$ cat config.mk
export PLATFORM = sky130hd
export DESIGN_NAME = pwr_req_ctrl
export DESIGN_NICKNAME = d
export VERILOG_FILES = /design/src/rtl/pwr_req_pkg.sv /design/src/rtl/pwr_addr_dec.sv /design/src/rtl/pwr_req_pulse.sv /design/src/rtl/pwr_irq_latch.sv /design/src/rtl/pwr_req_ctrl.sv
export SDC_FILE = /design/constraint.sdc
export NUM_CORES = 1
export LEC_CHECK = 0
export BUFFER_PORTS_ARGS = -buffer_cell sky130_fd_sc_hd__buf_2
export CORE_MARGIN = 3
export CORE_UTILIZATION = 29
export DETAILED_ROUTE_END_ITERATION = 7
export GPL_TIMING_DRIVEN = 0
export PLACE_DENSITY = 0.86
export SETUP_SLACK_MARGIN = 0.1
export SKIP_CTS_REPAIR_TIMING = 1
export SYNTH_ARGS = -nofsm -noshare
export SYNTH_HDL_FRONTEND = slang
export SYNTH_SLANG_ARGS = --single-unit
$ cat constraint.sdc
create_clock -name clk -period 2.1 [get_ports clk]
set_clock_uncertainty 0.2 [all_clocks]
set_input_delay 0.315 -clock clk [delete_from_list [all_inputs] [get_ports clk]]
set_output_delay 0.315 -clock clk [all_outputs]
set_load 0.01 [all_outputs]
$ cat src/rtl/pwr_req_pkg.sv
package pwr_req_pkg;

    localparam int NUM_MODES = 2;   // index 0: halt, index 1: standby
    localparam int NUM_IRQS  = 2;   // index 0: watchdog, index 1: tick

    typedef struct packed {
        logic prev;   // matching read seen in previous cycle
        logic req;    // registered request pulse
    } pulse_st_t;

endpackage

$ cat src/rtl/pwr_addr_dec.sv
module pwr_addr_dec
    import pwr_req_pkg::*;
#(
    parameter int ADDR_W = 8,
    parameter logic [ADDR_W-1:0] HALT_OFS = 8'h08,
    parameter logic [ADDR_W-1:0] STBY_OFS = 8'h0C,
    parameter logic [ADDR_W-1:0] CLR_OFS  = 8'h18
) (
    input  logic [ADDR_W-1:0]    addr_i,
    input  logic                 rd_i,
    input  logic                 wr_i,
    output logic [NUM_MODES-1:0] mode_rd_o,
    output logic                 clr_wr_o
);

    localparam logic [ADDR_W-1:0] MODE_OFS [NUM_MODES] = '{HALT_OFS, STBY_OFS};

    for (genvar m = 0; m < NUM_MODES; m++) begin : g_mode
        always_comb mode_rd_o[m] = rd_i && (addr_i == MODE_OFS[m]);
    end

    always_comb clr_wr_o = wr_i && (addr_i == CLR_OFS);

endmodule

$ cat src/rtl/pwr_req_pulse.sv
module pwr_req_pulse
    import pwr_req_pkg::*;
(
    input  logic clk,
    input  logic rst_n,
    input  logic strobe_i,
    input  logic en_i,
    output logic req_o
);

    pulse_st_t st_d, st_q;

    always_comb begin
        st_d      = st_q;
        st_d.prev = strobe_i;
        st_d.req  = strobe_i && !st_q.prev && en_i;
    end

    always_ff @(posedge clk or negedge rst_n) begin
        if (!rst_n) st_q <= '0;
        else        st_q <= st_d;
    end

    assign req_o = st_q.req;

    // a request never lasts more than one cycle
    a_r4_single_pulse: assert property (@(posedge clk) disable iff (!rst_n)
        req_o |=> !req_o);

    // a request only follows a cycle in which the enable was high
    a_r3_req_needs_en: assert property (@(posedge clk) disable iff (!rst_n)
        !en_i |=> !req_o);

    // a fresh enabled read yields a request next cycle
    a_r1_fresh_read_req: assert property (@(posedge clk) disable iff (!rst_n)
        (strobe_i && en_i && !st_q.prev) |=> req_o);

endmodule

$ cat src/rtl/pwr_irq_latch.sv
module pwr_irq_latch (
    input  logic clk,
    input  logic rst_n,
    input  logic set_i,
    input  logic clr_i,
    output logic irq_o
);

    logic irq_d, irq_q;

    always_comb begin
        irq_d = irq_q;
        if (clr_i) irq_d = 1'b0;
        if (set_i) irq_d = 1'b1;   // set has priority over clear
    end

    always_ff @(posedge clk or negedge rst_n) begin
        if (!rst_n) irq_q <= 1'b0;
        else        irq_q <= irq_d;
    end

    assign irq_o = irq_q;

    // an event sets the flag, and it stays set until cleared
    a_r8_set: assert property (@(posedge clk) disable iff (!rst_n)
        set_i |=> irq_o);
    a_r8_hold: assert property (@(posedge clk) disable iff (!rst_n)
        (irq_o && !clr_i) |=> irq_o);

    // a clear without a concurrent event drops the flag
    a_r7_clear: assert property (@(posedge clk) disable iff (!rst_n)
        (clr_i && !set_i) |=> !irq_o);

    // set wins over a simultaneous clear
    a_r9_set_wins: assert property (@(posedge clk) disable iff (!rst_n)
        (clr_i && set_i) |=> irq_o);

endmodule

$ cat src/rtl/pwr_req_ctrl.sv
module pwr_req_ctrl
    import pwr_req_pkg::*;
#(
    parameter int ADDR_W = 8,
    parameter int DATA_W = 32,
    parameter logic [ADDR_W-1:0] HALT_OFS = 8'h08,
    parameter logic [ADDR_W-1:0] STBY_OFS = 8'h0C,
    parameter logic [ADDR_W-1:0] CLR_OFS  = 8'h18
) (
    input  logic              clk,
    input  logic              rst_n,
    input  logic [ADDR_W-1:0] bus_addr,
    input  logic              bus_rd,
    input  logic              bus_wr,
    input  logic [DATA_W-1:0] bus_wdata,
    output logic [DATA_W-1:0] bus_rdata,
    input  logic              mode_en,
    input  logic              wdog_evt,
    input  logic              tick_evt,
    output logic              wdog_irq,
    output logic              tick_irq,
    output logic              halt_req,
    output logic              stby_req
);

    logic [NUM_MODES-1:0] mode_rd;
    logic [NUM_MODES-1:0] mode_req;
    logic                 clr_wr;
    logic [NUM_IRQS-1:0]  irq_evt;
    logic [NUM_IRQS-1:0]  irq_flag;

    // Write data carries no bits: any value triggers the clear.
    logic unused_wdata;
    assign unused_wdata = ^bus_wdata;

    // No location of this slice has readable bits.
    assign bus_rdata = '0;

    pwr_addr_dec #(
        .ADDR_W   (ADDR_W),
        .HALT_OFS (HALT_OFS),
        .STBY_OFS (STBY_OFS),
        .CLR_OFS  (CLR_OFS)
    ) u_dec (
        .addr_i    (bus_addr),
        .rd_i      (bus_rd),
        .wr_i      (bus_wr),
        .mode_rd_o (mode_rd),
        .clr_wr_o  (clr_wr)
    );

    for (genvar m = 0; m < NUM_MODES; m++) begin : g_req
        pwr_req_pulse u_pulse (
            .clk      (clk),
            .rst_n    (rst_n),
            .strobe_i (mode_rd[m]),
            .en_i     (mode_en),
            .req_o    (mode_req[m])
        );
    end

    assign irq_evt = {tick_evt, wdog_evt};

    for (genvar i = 0; i < NUM_IRQS; i++) begin : g_irq
        pwr_irq_latch u_latch (
            .clk   (clk),
            .rst_n (rst_n),
            .set_i (irq_evt[i]),
            .clr_i (clr_wr),
            .irq_o (irq_flag[i])
        );
    end

    assign halt_req = mode_req[0];
    assign stby_req = mode_req[1];
    assign wdog_irq = irq_flag[0];
    assign tick_irq = irq_flag[1];

    // without a read there is no request in the next cycle
    a_r5_no_req_without_read: assert property (@(posedge clk) disable iff (!rst_n)
        !bus_rd |=> (!halt_req && !stby_req));

    // the two requests are never raised together
    a_r2_req_exclusive: assert property (@(posedge clk) disable iff (!rst_n)
        $onehot0({halt_req, stby_req}));

    // no interrupt falls without a write
    a_r10_no_clear_without_write: assert property (@(posedge clk) disable iff (!rst_n)
        (!bus_wr && wdog_irq) |=> wdog_irq);

endmodule

# Word-level counts from Yosys, hierarchy flattened
# Index checks and enable logic that the tools add are counted.
[totals]
input_bits = 47
elab_cells = 23
out_inout_bits = 36
register_bits = 6
[classes]
eq_ne = 3
n_reduce_logical = 11
muxes = 3
[ops]
columns = ["operator", "count"]
rows = [
  ["$eq A8 B4 Y1 const B", 2],
  ["$eq A8 B5 Y1 const B", 1],
  ["$logic_and A1 B1 Y1", 7],
  ["$reduce_bool A2 Y1", 2],
  ["$mux W1", 3],
  ["$logic_not A1 Y1", 2],
]

# Longest topological paths before layout
[depth]
word_depth = 4
mapped_depth = 3

# Modules after synthesis
# From an unflattened synthesis, not the netlist that was laid out.
[hier_totals]
hier_cells = 53
hier_area_um2 = 500.5
[by_module_without_submodules]
columns = ["mod", "seq_area_each_um2", "area_per_inst_um2", "instances", "cells_each"]
rows = [
  ["pwr_req_ctrl", 0.0, 244.0, 1, 33],
  ["pwr_req_pulse", 50.0, 58.8, 2, 3],
  ["pwr_irq_latch", 25.0, 36.3, 2, 3],
  ["pwr_addr_dec", 0.0, 66.3, 1, 8],
]

# Worst setup path before layout
# OpenSTA, ideal clock, no wires.
[synth_path]
path_type = "input port to flip-flop"
startpoint = "input bus_addr[2]"
endpoint = "register g_irq[0].u_latch.irq_q"
required_time_ns = 1.774
slack_ns = 0.599
path_stages = 2
arrival_time_ns = 1.175
cell_sequence = "or4b_4 o32a_1"
[synth_between]
elab_chain_len = 3
[synth_rtl]
columns = ["element", "line", "rtl"]
rows = [
  ["start: declaration", "pwr_req_ctrl.sv:12", "input logic [ADDR_W-1:0] bus_addr,"],
  ["$eq A8 B5 Y1", "pwr_addr_dec.sv:22", "always_comb clr_wr_o = wr_i && (addr_i == CLR_OFS);"],
  ["$logic_and A1 B1 Y1", "pwr_addr_dec.sv:22", ""],
  ["$reduce_bool A2 Y1 (no line)", "-", ""],
  ["end signal: assignment", "pwr_irq_latch.sv:19", "else irq_q <= irq_d;"],
  ["end: declaration", "pwr_irq_latch.sv:9", "logic irq_d, irq_q;"],
]
# Every way passes these cells.
# A chain may end at the register's enable or synchronous reset.

# Final worst setup path
# Ends and elaborated chain as after synthesis.

==> qor.yml <==
drt:
  drtIter0Drc: 3
  avgViaCountPerCell: 3.333
  drtAntennaViolNets: 0
  routed_wl_um: 947
  drc_errors: 0
  vias: 410
  wl_per_cell_um: 7.699
  drtPass1Iterations: 2
cts:
  ctsHtreeMaxLevel: 1
  cts_tree: "done"
  clock_sinks: 6
  cts-root-buf: "clkbuf_4"
  clock_latency_ns: 0.24
  cts_buffers: 3
  clk_pin_slew_worst_paths_ns: 0.04
  cts_buffer_depth: 2
synthesis:
  yosysSeqAreaShare_pct: 29.70
  synth_top_area_share_pct: 47.52
  synth_cells: 54
  synth_warnings: 0
  synth_cell_type_count: 12
  yosysTopAreaCell: "buf_4"
  netlist_area_um2: 505.5
  ys_ff_latch: 6
  syn_avg_cell_area_um2: 9.361
  synthTopCellsByArea: "buf_4 (48%), dfrtp_1 (30%), o32a_1 (4.0%)"
critical_path:
  cp_slowest_cell: "or4b_4"
  crit_path_start_kind: "input port"
  path_cells: "buf_2 > or4b_4 > o32a_1"
  cp_top_family: "simple AND/OR/NAND/NOR gates"
  cpPeakStageDelay_ns: 0.55
  cp_max_fo: 4
  cp_data_required_time_ns: 2.02
  arrival_ns: 1.32
  crit_type: "input port to flop"
  cp_num_buf_inv: 1
  r2r_setup_slack_ns: 1.15
  cp-end-kind: "flop"
floorplan:
  core_area_um2: 1577
  ioPinCount: 83
  start_util_pct: 32.06
  rows: 14
  die_x_um: 47.75
  dieArea_um2: 2280
  die_h_um: 47.75
grt:
  overflow: 0
  grt_pass1_vias: 284
  grt_max_degree: 7
  antenna_found_initial: 0
  grt_first_pass_wirelength_mm: 1.028
  grt.total_usage_pct: 6.947
timing:
  finalHoldViolCount: 0
  fin_crit_sh_pct: 66.48
  setup_ws_ns: 0.7040
  tns_ns: 0
  drv_slew: 0
  finalSetupViolations: 0
  rsz0062_at_grt: "no"
  clock.fmax_mhz: 716.3
  fin_crit_ns: 1.396
  holdWs_ns: 0.1027
final_layout:
  syn_to_final_growth_pct: 51.24
  fin_cells: 123
  layout.cells.most_common_list: "buf_4 (32), conb_1 (32), buf_2 (18), dfrtp_1 (6)"
  drive_above_1_share_pct: 50.47
  stdcell_area_um2: 764.5
  antennaDiodeCount: 0
  nets: 156
  fin_util_pct: 48.49
place:
  port_buffers: 18
  gp_congestion: 0.6075
  dp_cells: 119
  dpl_cell_area_um2: 732.0
  dp_slack_ns: 0.4460
power:
  vdd_ir_drop_max_uv: 244.6
  powerDensity_nw_per_um2: 418.2
  power_leakage_nw: 0.4650
  power_mw: 0.3197
run:
  cap_violations: 0
hold_path:
  worstHoldPathType: "input port to flop"
run_status:
  outcome: "completed"
## metal layers
metal,wire length (um),GRT usage [%]
met5,0,0
met4,27,8.065
met3,155,3.383
met2,511,11.35
met1,254,5.467
## sequential cells by signal, indices dropped and copies added (netlist names)
register             flops
g_req.u_pulse.req_o      2
g_irq.u_latch.irq_o      2
g_req.u_pulse.st_q       2
## cell usage after synthesis
cell      number
nand3b_1       2
or4b_4         1
nor4_1         2
nor3_1         2
conb_1         1
or3_1          1
or4bb_1        1
clkbuf_1       1
dfrtp_1        6
o32a_1         2
nand2b_1       3
buf_4         32
## power by group
part | switching, mW | leakage [nW] | total [mW] | internal, mW
Clock | 0.0401 | 0.0138 | 0.105 | 0.0645
Combinational | 0.0455 | 0.378 | 0.0988 | 0.0533
Sequential | 0.0000609 | 0.0734 | 0.116 | 0.116
Total | 0.0856 | 0.465 | 0.320 | 0.234
## layout make-up
class	count	area, um2
Buffer	33	244.0
Clock buffer	3	22.52
Fill cell	155	812.0
Multi-Input combinational cell	46	227.7
Sequential cell	6	150.1
Tap cell	16	20.02
Timing Repair Buffer	19	100.1
## final timing paths
path,start,endpoint,cells past startpoint
hold / removal,tick_evt,g_irq[1].u_latch.irq_o,2
setup reg to reg,g_req[1].u_pulse.st_q[1],g_req[1].u_pulse.req_o,2
min in group asynchronous,rst_n,g_irq[1].u_latch.irq_o,2
hold reg to reg,g_req[1].u_pulse.st_q[1],g_req[1].u_pulse.req_o,2
max in group asynchronous,rst_n,g_req[1].u_pulse.req_o,2
setup / recovery,bus_addr[2],g_irq[0].u_latch.irq_o,3
## cell families (layout without fill, tap and decap cells)
family / Yosys count / after routing / synth area share (%)
buffers and inverters: 33 / 55 / 48.27
AND/OR/NAND/NOR: 12 / 12 / 17.33
other: 1 / 32 / 0.7419
flip-flops: 6 / 6 / 29.70
AO/OA/AOI/OAI: 2 / 2 / 3.961
## worst reg2reg max path, delay by kind of cell, from the launching register on
kind | cells | cell delay (ns)
flops | 1 | 0.34
simple gates | 2 | 0.31
Power figures use the tool's default switching activity.
